`config.mk`:
```
export PLATFORM = sky130hd
export DESIGN_NAME = gpio_port_top
export DESIGN_NICKNAME = d
export VERILOG_FILES = /design/src/rtl/gpio_port_pkg.sv /design/src/rtl/gpio_port_regs.sv /design/src/rtl/gpio_port_sync.sv /design/src/rtl/gpio_port_pad_ctrl.sv /design/src/rtl/gpio_port_top.sv
export SDC_FILE = /design/constraint.sdc
export NUM_CORES = 1
export LEC_CHECK = 0
export ABC_AREA = 1
export BUFFER_PORTS_ARGS = -buffer_cell sky130_fd_sc_hd__buf_2
export CAP_MARGIN = 10
export CORE_MARGIN = 5
export CORE_UTILIZATION = 45
export CTS_CLUSTER_SIZE = 14
export DETAILED_ROUTE_END_ITERATION = 10
export HOLD_SLACK_MARGIN = 0.12
export PLACE_DENSITY_LB_ADDON = 0.12
export SKIP_CTS_REPAIR_TIMING = 1
export SLEW_MARGIN = 0
export SYNTH_ARGS = -nofsm -noshare
export SYNTH_HDL_FRONTEND = slang
export SYNTH_SLANG_ARGS = --single-unit
```
`constraint.sdc`:
```
create_clock -name clk -period 0.9 [get_ports clk]
set_input_delay 0 -clock clk [delete_from_list [all_inputs] [get_ports clk]]
set_output_delay 0 -clock clk [all_outputs]
set_load 0.05 [all_outputs]
```
`src/rtl/gpio_port_pkg.sv`:
```
`timescale 1ns/1ps
package gpio_port_pkg;
    localparam int ADDR_W = 2;

    typedef enum logic [ADDR_W-1:0] {
        REG_DIR  = 2'd0,
        REG_DATA = 2'd1,
        REG_PIN  = 2'd2,
        REG_NONE = 2'd3
    } reg_sel_e;
endpackage

```
`src/rtl/gpio_port_regs.sv`:
```
`timescale 1ns/1ps
module gpio_port_regs
    import gpio_port_pkg::*;
#(
    parameter int W = 8
) (
    input  logic         clk,
    input  logic         rst_n,
    input  logic         wr_en,
    input  reg_sel_e     sel,
    input  logic [W-1:0] wdata,
    input  logic [W-1:0] pin_sync,
    output logic [W-1:0] rdata,
    output logic [W-1:0] dir_o,
    output logic [W-1:0] data_o
);
    typedef struct packed {
        logic [W-1:0] dir;
        logic [W-1:0] data;
    } regs_t;

    regs_t st_d, st_q;

    always_comb begin
        st_d = st_q;
        if (wr_en) begin
            case (sel)
                REG_DIR:  st_d.dir  = wdata;
                REG_DATA: st_d.data = wdata;
                default:  ;
            endcase
        end
    end

    always_ff @(posedge clk or negedge rst_n) begin
        if (!rst_n) st_q <= '0;
        else        st_q <= st_d;
    end

    assign dir_o  = st_q.dir;
    assign data_o = st_q.data;

    always_comb begin
        case (sel)
            REG_DIR:  rdata = st_q.dir;
            REG_DATA: rdata = st_q.data;
            REG_PIN:  rdata = pin_sync;
            default:  rdata = '0;
        endcase
    end

    AST_DIR_LOAD: assert property (@(posedge clk) disable iff (!rst_n)
        (wr_en && sel == REG_DIR) |=> (dir_o == $past(wdata)));
    AST_DATA_LOAD: assert property (@(posedge clk) disable iff (!rst_n)
        (wr_en && sel == REG_DATA) |=> (data_o == $past(wdata)));
    AST_RO_ADDR: assert property (@(posedge clk) disable iff (!rst_n)
        (wr_en && (sel == REG_PIN || sel == REG_NONE)) |=> ($stable(dir_o) && $stable(data_o)));
endmodule

```
`src/rtl/gpio_port_sync.sv`:
```
`timescale 1ns/1ps
module gpio_port_sync #(
    parameter int W = 8
) (
    input  logic         clk,
    input  logic         rst_n,
    input  logic [W-1:0] async_in,
    output logic [W-1:0] sync_out
);
    typedef struct packed {
        logic [W-1:0] meta;
        logic [W-1:0] stable;
    } sync_t;

    sync_t sy_d, sy_q;

    always_comb begin
        sy_d.meta   = async_in;
        sy_d.stable = sy_q.meta;
    end

    always_ff @(posedge clk or negedge rst_n) begin
        if (!rst_n) sy_q <= '0;
        else        sy_q <= sy_d;
    end

    assign sync_out = sy_q.stable;
endmodule

```
`src/rtl/gpio_port_pad_ctrl.sv`:
```
`timescale 1ns/1ps
module gpio_port_pad_ctrl #(
    parameter int           W        = 8,
    parameter logic [W-1:0] DBG_MASK = 8'h2C
) (
    input  logic         rst_n,
    input  logic [W-1:0] dir,
    input  logic [W-1:0] data,
    input  logic [W-1:0] alt_sel,
    input  logic [W-1:0] alt_oe,
    input  logic [W-1:0] alt_out,
    input  logic [W-1:0] analog_en,
    input  logic         pu_disable,
    input  logic         dbg_en,
    output logic [W-1:0] pad_oe,
    output logic [W-1:0] pad_out,
    output logic [W-1:0] pad_pu
);
    logic [W-1:0] drive_req;

    for (genvar i = 0; i < W; i++) begin : g_pin
        assign drive_req[i] = alt_sel[i] ? alt_oe[i] : dir[i];
        assign pad_out[i]   = alt_sel[i] ? alt_out[i] : data[i];
        assign pad_oe[i]    = rst_n & ~analog_en[i] & drive_req[i];
        assign pad_pu[i]    = (dbg_en & DBG_MASK[i])
                            | (rst_n & ~pu_disable & ~analog_en[i] & ~drive_req[i] & data[i]);
    end

    always_comb begin
        AST_RST_TRISTATE: assert (rst_n || pad_oe == '0);
        AST_ANALOG_QUIET: assert ((pad_oe & analog_en) == '0);
        AST_DBG_FORCED_PU: assert (!dbg_en || (pad_pu & DBG_MASK) == DBG_MASK);
        AST_PU_DISABLE: assert (!pu_disable || (pad_pu & ~(dbg_en ? DBG_MASK : '0)) == '0);
        AST_PU_INPUT_ONLY: assert ((pad_pu & pad_oe & ~DBG_MASK) == '0);
    end
endmodule

```
`src/rtl/gpio_port_top.sv`:
```
`timescale 1ns/1ps
module gpio_port_top
    import gpio_port_pkg::*;
#(
    parameter int           W        = 8,
    parameter logic [W-1:0] DBG_MASK = 8'h2C
) (
    input  logic              clk,
    input  logic              rst_n,
    input  logic              wr_en,
    input  logic [ADDR_W-1:0] addr,
    input  logic [W-1:0]      wdata,
    output logic [W-1:0]      rdata,
    input  logic [W-1:0]      pad_in,
    output logic [W-1:0]      pad_oe,
    output logic [W-1:0]      pad_out,
    output logic [W-1:0]      pad_pu,
    input  logic [W-1:0]      alt_sel,
    input  logic [W-1:0]      alt_oe,
    input  logic [W-1:0]      alt_out,
    input  logic [W-1:0]      analog_en,
    input  logic              pu_disable,
    input  logic              dbg_en
);
    logic [W-1:0] pin_sync;
    logic [W-1:0] dir_q;
    logic [W-1:0] data_q;

    gpio_port_sync #(.W(W)) u_sync (
        .clk      (clk),
        .rst_n    (rst_n),
        .async_in (pad_in),
        .sync_out (pin_sync)
    );

    gpio_port_regs #(.W(W)) u_regs (
        .clk      (clk),
        .rst_n    (rst_n),
        .wr_en    (wr_en),
        .sel      (reg_sel_e'(addr)),
        .wdata    (wdata),
        .pin_sync (pin_sync),
        .rdata    (rdata),
        .dir_o    (dir_q),
        .data_o   (data_q)
    );

    gpio_port_pad_ctrl #(.W(W), .DBG_MASK(DBG_MASK)) u_pad (
        .rst_n      (rst_n),
        .dir        (dir_q),
        .data       (data_q),
        .alt_sel    (alt_sel),
        .alt_oe     (alt_oe),
        .alt_out    (alt_out),
        .analog_en  (analog_en),
        .pu_disable (pu_disable),
        .dbg_en     (dbg_en),
        .pad_oe     (pad_oe),
        .pad_out    (pad_out),
        .pad_pu     (pad_pu)
    );

    AST_OVERRIDE_OE: assert property (@(posedge clk) disable iff (!rst_n)
        (alt_sel == '1 && analog_en == '0) |-> (pad_oe == alt_oe));
endmodule

```
# == After elaboration in Yosys (flattened, before gate mapping) ==
# Index checks and enable logic that the tools add are counted.
# op_classes
eq_ne,2
mux,17
n_bitwise,61
n_reduce_logical,3
# op_table
cell,n
$and 1x1->1,41
$pmux 8 s3,1
$not 1->1,17
$mux 1,16
$reduce_and 2->1,2
$or 1x1->1,3
$eq 2x1->1 const B,1
$eq 2x2->1 const B,1
$logic_not 2->1,1
# totals
regBits,32
input_bits,55
out_inout_bits,32
word_cells,87

# == Longest topological paths before layout ==
# logic_depth
word_depth,6
ltp_mapped,5
mapped_depth_nobuf,5

# == Modules after synthesis ==
# Synthesis repeated with hierarchy kept, for this count alone.
# hier_totals
cells_unflattened,238
hier_area_um2,1798.0
# by_module_without_submodules
module,n_inst,cells_each,area_per_inst_um2,seq_area_each_um2
gpio_port_regs,1,108,875.8,400.4
gpio_port_pad_ctrl,1,114,521.8,0.0
gpio_port_sync,1,16,400.4,400.4

# == Worst setup path before layout ==
# OpenSTA, ideal clock, no wires.
# synth_path
path_type,register to output
start,register u_regs.st_q (netlist bit u_regs.dir_o[0])
end,output port pad_oe[0]
t_arrival_ns,1.562
t_required_ns,0.900
slack_ns,-0.662
path_stages_with_launch,3
n_path_buf,0
path_cell_list,dfrtp_1 nor2_1 nor3b_1
# synth_between
elab_chain_len,2
# synth_rtl
element,line_no,text
"start, declared",gpio_port_regs.sv:22,"regs_t st_d, st_q;"
"start signal, assigned",gpio_port_regs.sv:37,else st_q <= st_d;
$mux 1,gpio_port_pad_ctrl.sv:22,assign drive_req[i] = alt_sel[i] ? alt_oe[i] : dir[i];
$and 1x1->1,gpio_port_pad_ctrl.sv:24,assign pad_oe[i] = rst_n & ~analog_en[i] & drive_req[i];
"end, declared",gpio_port_top.sv:15,"output logic [W-1:0] pad_oe,"
# Every way passes these cells.

# == Worst setup path in the final report ==
# layout_path
start,register u_regs.st_q (netlist bit u_regs.dir_o[6])
end,output port pad_pu[6]
# layout_between
elab_chain_len,4
# layout_rtl
element,line_no,text
$mux 1,gpio_port_pad_ctrl.sv:22,
$not 1->1,gpio_port_pad_ctrl.sv:26,| (rst_n & ~pu_disable & ~analog_en[i] & ~drive_req[i] & data[i]);
$and 1x1->1 (2 in series),gpio_port_pad_ctrl.sv:26,
"end, declared",gpio_port_top.sv:17,"output logic [W-1:0] pad_pu,"
# Every way passes these cells.

==> flow_summary.ini <==
[route]
wl_per_cell_um = 13.2
routed_wl_um = 5530
viasPerCell = 4.76
antenna_left = 0
drc = 0
num_vias = 1995
drt_iter0_drc = 91
first_pass_iters = 4

[sta]
layout_setup_ws_ps = -268
setup_viol = 44
grt_setup_unrepaired = yes
hold_viol = 0
period_share = 1.30
finalCriticalPeriod_ps = 1170
hold_slack_ps = 160
max_freq_ghz = 0.856
fin_skew_ps = 6.45
slew_headroom = 0.704
worst_slew_pin_slew_ps = 442
drv_slew = 0
setup_tns_ps = -6590

[global_routing]
overflow = 0
grt_pass1_vias = 1735
grt_antenna_before_repair = 0
grt_util_all_layers = 0.184
grt_max_degree = 15
grt_pass1_wl_um = 7450

[final_layout]
areaGrowthSynthToFinish_pct = 87.4
postLayoutCoreUtil = 0.863
final_common_cell = nand2_1
layout_common_cells = 100 x nand2_1, 54 x buf_2, 32 x dfrtp_1
nNetsFinal = 425
diodes = 0
drive_above_1_share = 0.472
fillCellCount = 213

[synth]
postSynthNetCount = 293
yosysWarningCount = 0
synth_compound_area_frac = 0.0299
synth_cell_type_count = 14
synth_top_family_by_area = simple AND/OR/NAND/NOR gates
yosysSeqAreaShare = 0.479
synth.area.mux_share = 0
netlist_instances = 238
avgSynthCellArea_sq_um = 7.03
syn_area_sq_um = 1670
synthXorXnorAreaFrac = 0
ys_seq_elements = 32
synthSimpleGateAreaFrac = 0.407
yosys.area_share.adder = 0

[setup_path]
crit_path_max_fanout = 2
crit_arrival_ps = 1170
critPathRequiredTime_ps = 900
critPathLaunchType = flop
endpoint_kind = primary output
setup.worst_path.class = reg -> out

[clock_network]
clk_path_buf_depth = 2
cts.sinks = 32
cts_made_buffers = 5
clk_pin_slew_worst_paths_ps = 70
htree_levels = 2
tritoncts = built
clock_latency_ps = 270
clockRootBuffer = clkbuf_8

[outcome]
status = finished, violations left
failed_checks = setup timing

[floorplan]
start_util = 0.460
ioPinCount = 87
fp.dieArea_sq_um = 5040
die_x_um = 71.0
coreArea_sq_um = 3630
rows = 22
die_h_um = 71.0

[flow_run]
max_cap_violations = 0

[power_and_ir_drop]
power_density_nw_per_um2 = 1480
ir_drop_mv = 1.14
leakage_nw = 1.68

[placed_design]
dp_hpwl_um = 3470
place_congestion = 0.747
port_buffers = 86

[hold_path]
holdCritPathClass = in -> reg
==> worst max-delay path, stage by stage, from the launching register on <==
cell,delay (ps)
dfrtp_1,430
nor2_4,170
a21oi_2,60
nor2_4,90
buf_6,160
==> logic make-up after synthesis <==
| group | after synthesis |
|---|---|
| simple gates | 160 |
| buf+inv | 36 |
| flops | 32 |
| compound gates | 10 |
==> per-stage QoR <==
step | std cells | instance area (sq um) | worst slack [ps] | total power, mW
2_1_floorplan | 238 | 1810 | -180 | 2.60
3_3_place_gp | 390 | 2470 | -52.4 | 3.09
3_5_place_dp | 390 | 2470 | -76.3 | 3.11
4_1_cts | 398 | 2560 | -377 | 4.20
5_1_grt | 419 | 3130 | -348 | 4.90
6_report | 419 | 3130 | -268 | 4.63
==> cells in the mapped netlist <==
cell type	number	area (sq um)
nor2_2	2	12.5
nor3b_1	5	37.5
nor2_4	3	33.8
inv_2	3	11.3
dfrtp_1	32	801
o21ai_0	5	25.0
a21oi_1	5	25.0
inv_1	30	113
nand3_1	21	105
buf_4	1	7.51
buf_2	2	10.0
nand2_4	1	11.3
nor2_1	16	60.1
nand2_1	112	420
==> where the power goes <==
| group | switching, mW | internal, mW | leakage [nW] | total (mW) |
|---|---|---|---|---|
| Sequential | 0.137 | 1.59 | 0.386 | 1.73 |
| Clock | 0.466 | 0.622 | 0.0455 | 1.09 |
| Combinational | 1.04 | 0.780 | 1.25 | 1.82 |
| Total | 1.64 | 2.99 | 1.68 | 4.63 |
==> flip-flops by register name (all words and copies together), names as in the netlist <==
| register | count |
|---|---|
| u_regs.data_o | 8 |
| u_regs.dir_o | 8 |
| u_sync.sy_d | 8 |
| u_sync.sync_out | 8 |
==> final timing paths <==
kind | start | to | slack, ps | cells past startpoint
max | u_regs.dir_o[6] | pad_pu[6] | -270 | 4
min | wr_en | u_regs.data_o[2] | 160 | 5
max reg2reg | u_regs.dir_o[6] | u_regs.dir_o[6] | 110 | 3
min reg2reg | u_sync.sy_d[3] | u_sync.sync_out[3] | 350 | 0
max in group asynchronous | rst_n | u_regs.dir_o[7] | -50 | 4
min in group asynchronous | rst_n | u_regs.dir_o[3] | 330 | 3
==> area by class of cell <==
cell class                 instances  area (sq um)  area share
timing repair buffer             128          1080       0.344
inverter                          33           124      0.0395
clock buffer                       8          90.1      0.0287
multi-input combinational        170           981       0.313
tap                               48          60.1      0.0192
sequential                        32           801       0.255
==> routing by layer <==
| metal | part of all wire | global-route usage | vias up |
|---|---|---|---|
| met3 | 0.056 | 0.0384 | 10 |
| met2 | 0.53 | 0.307 | 70 |
| li1 | - | - | 986 |
| met5 | 0 | 0 | - |
| met1 | 0.40 | 0.237 | 929 |
| met4 | 0.014 | 0.0626 | 0 |
No activity file was read; power rests on OpenSTA's default activity.
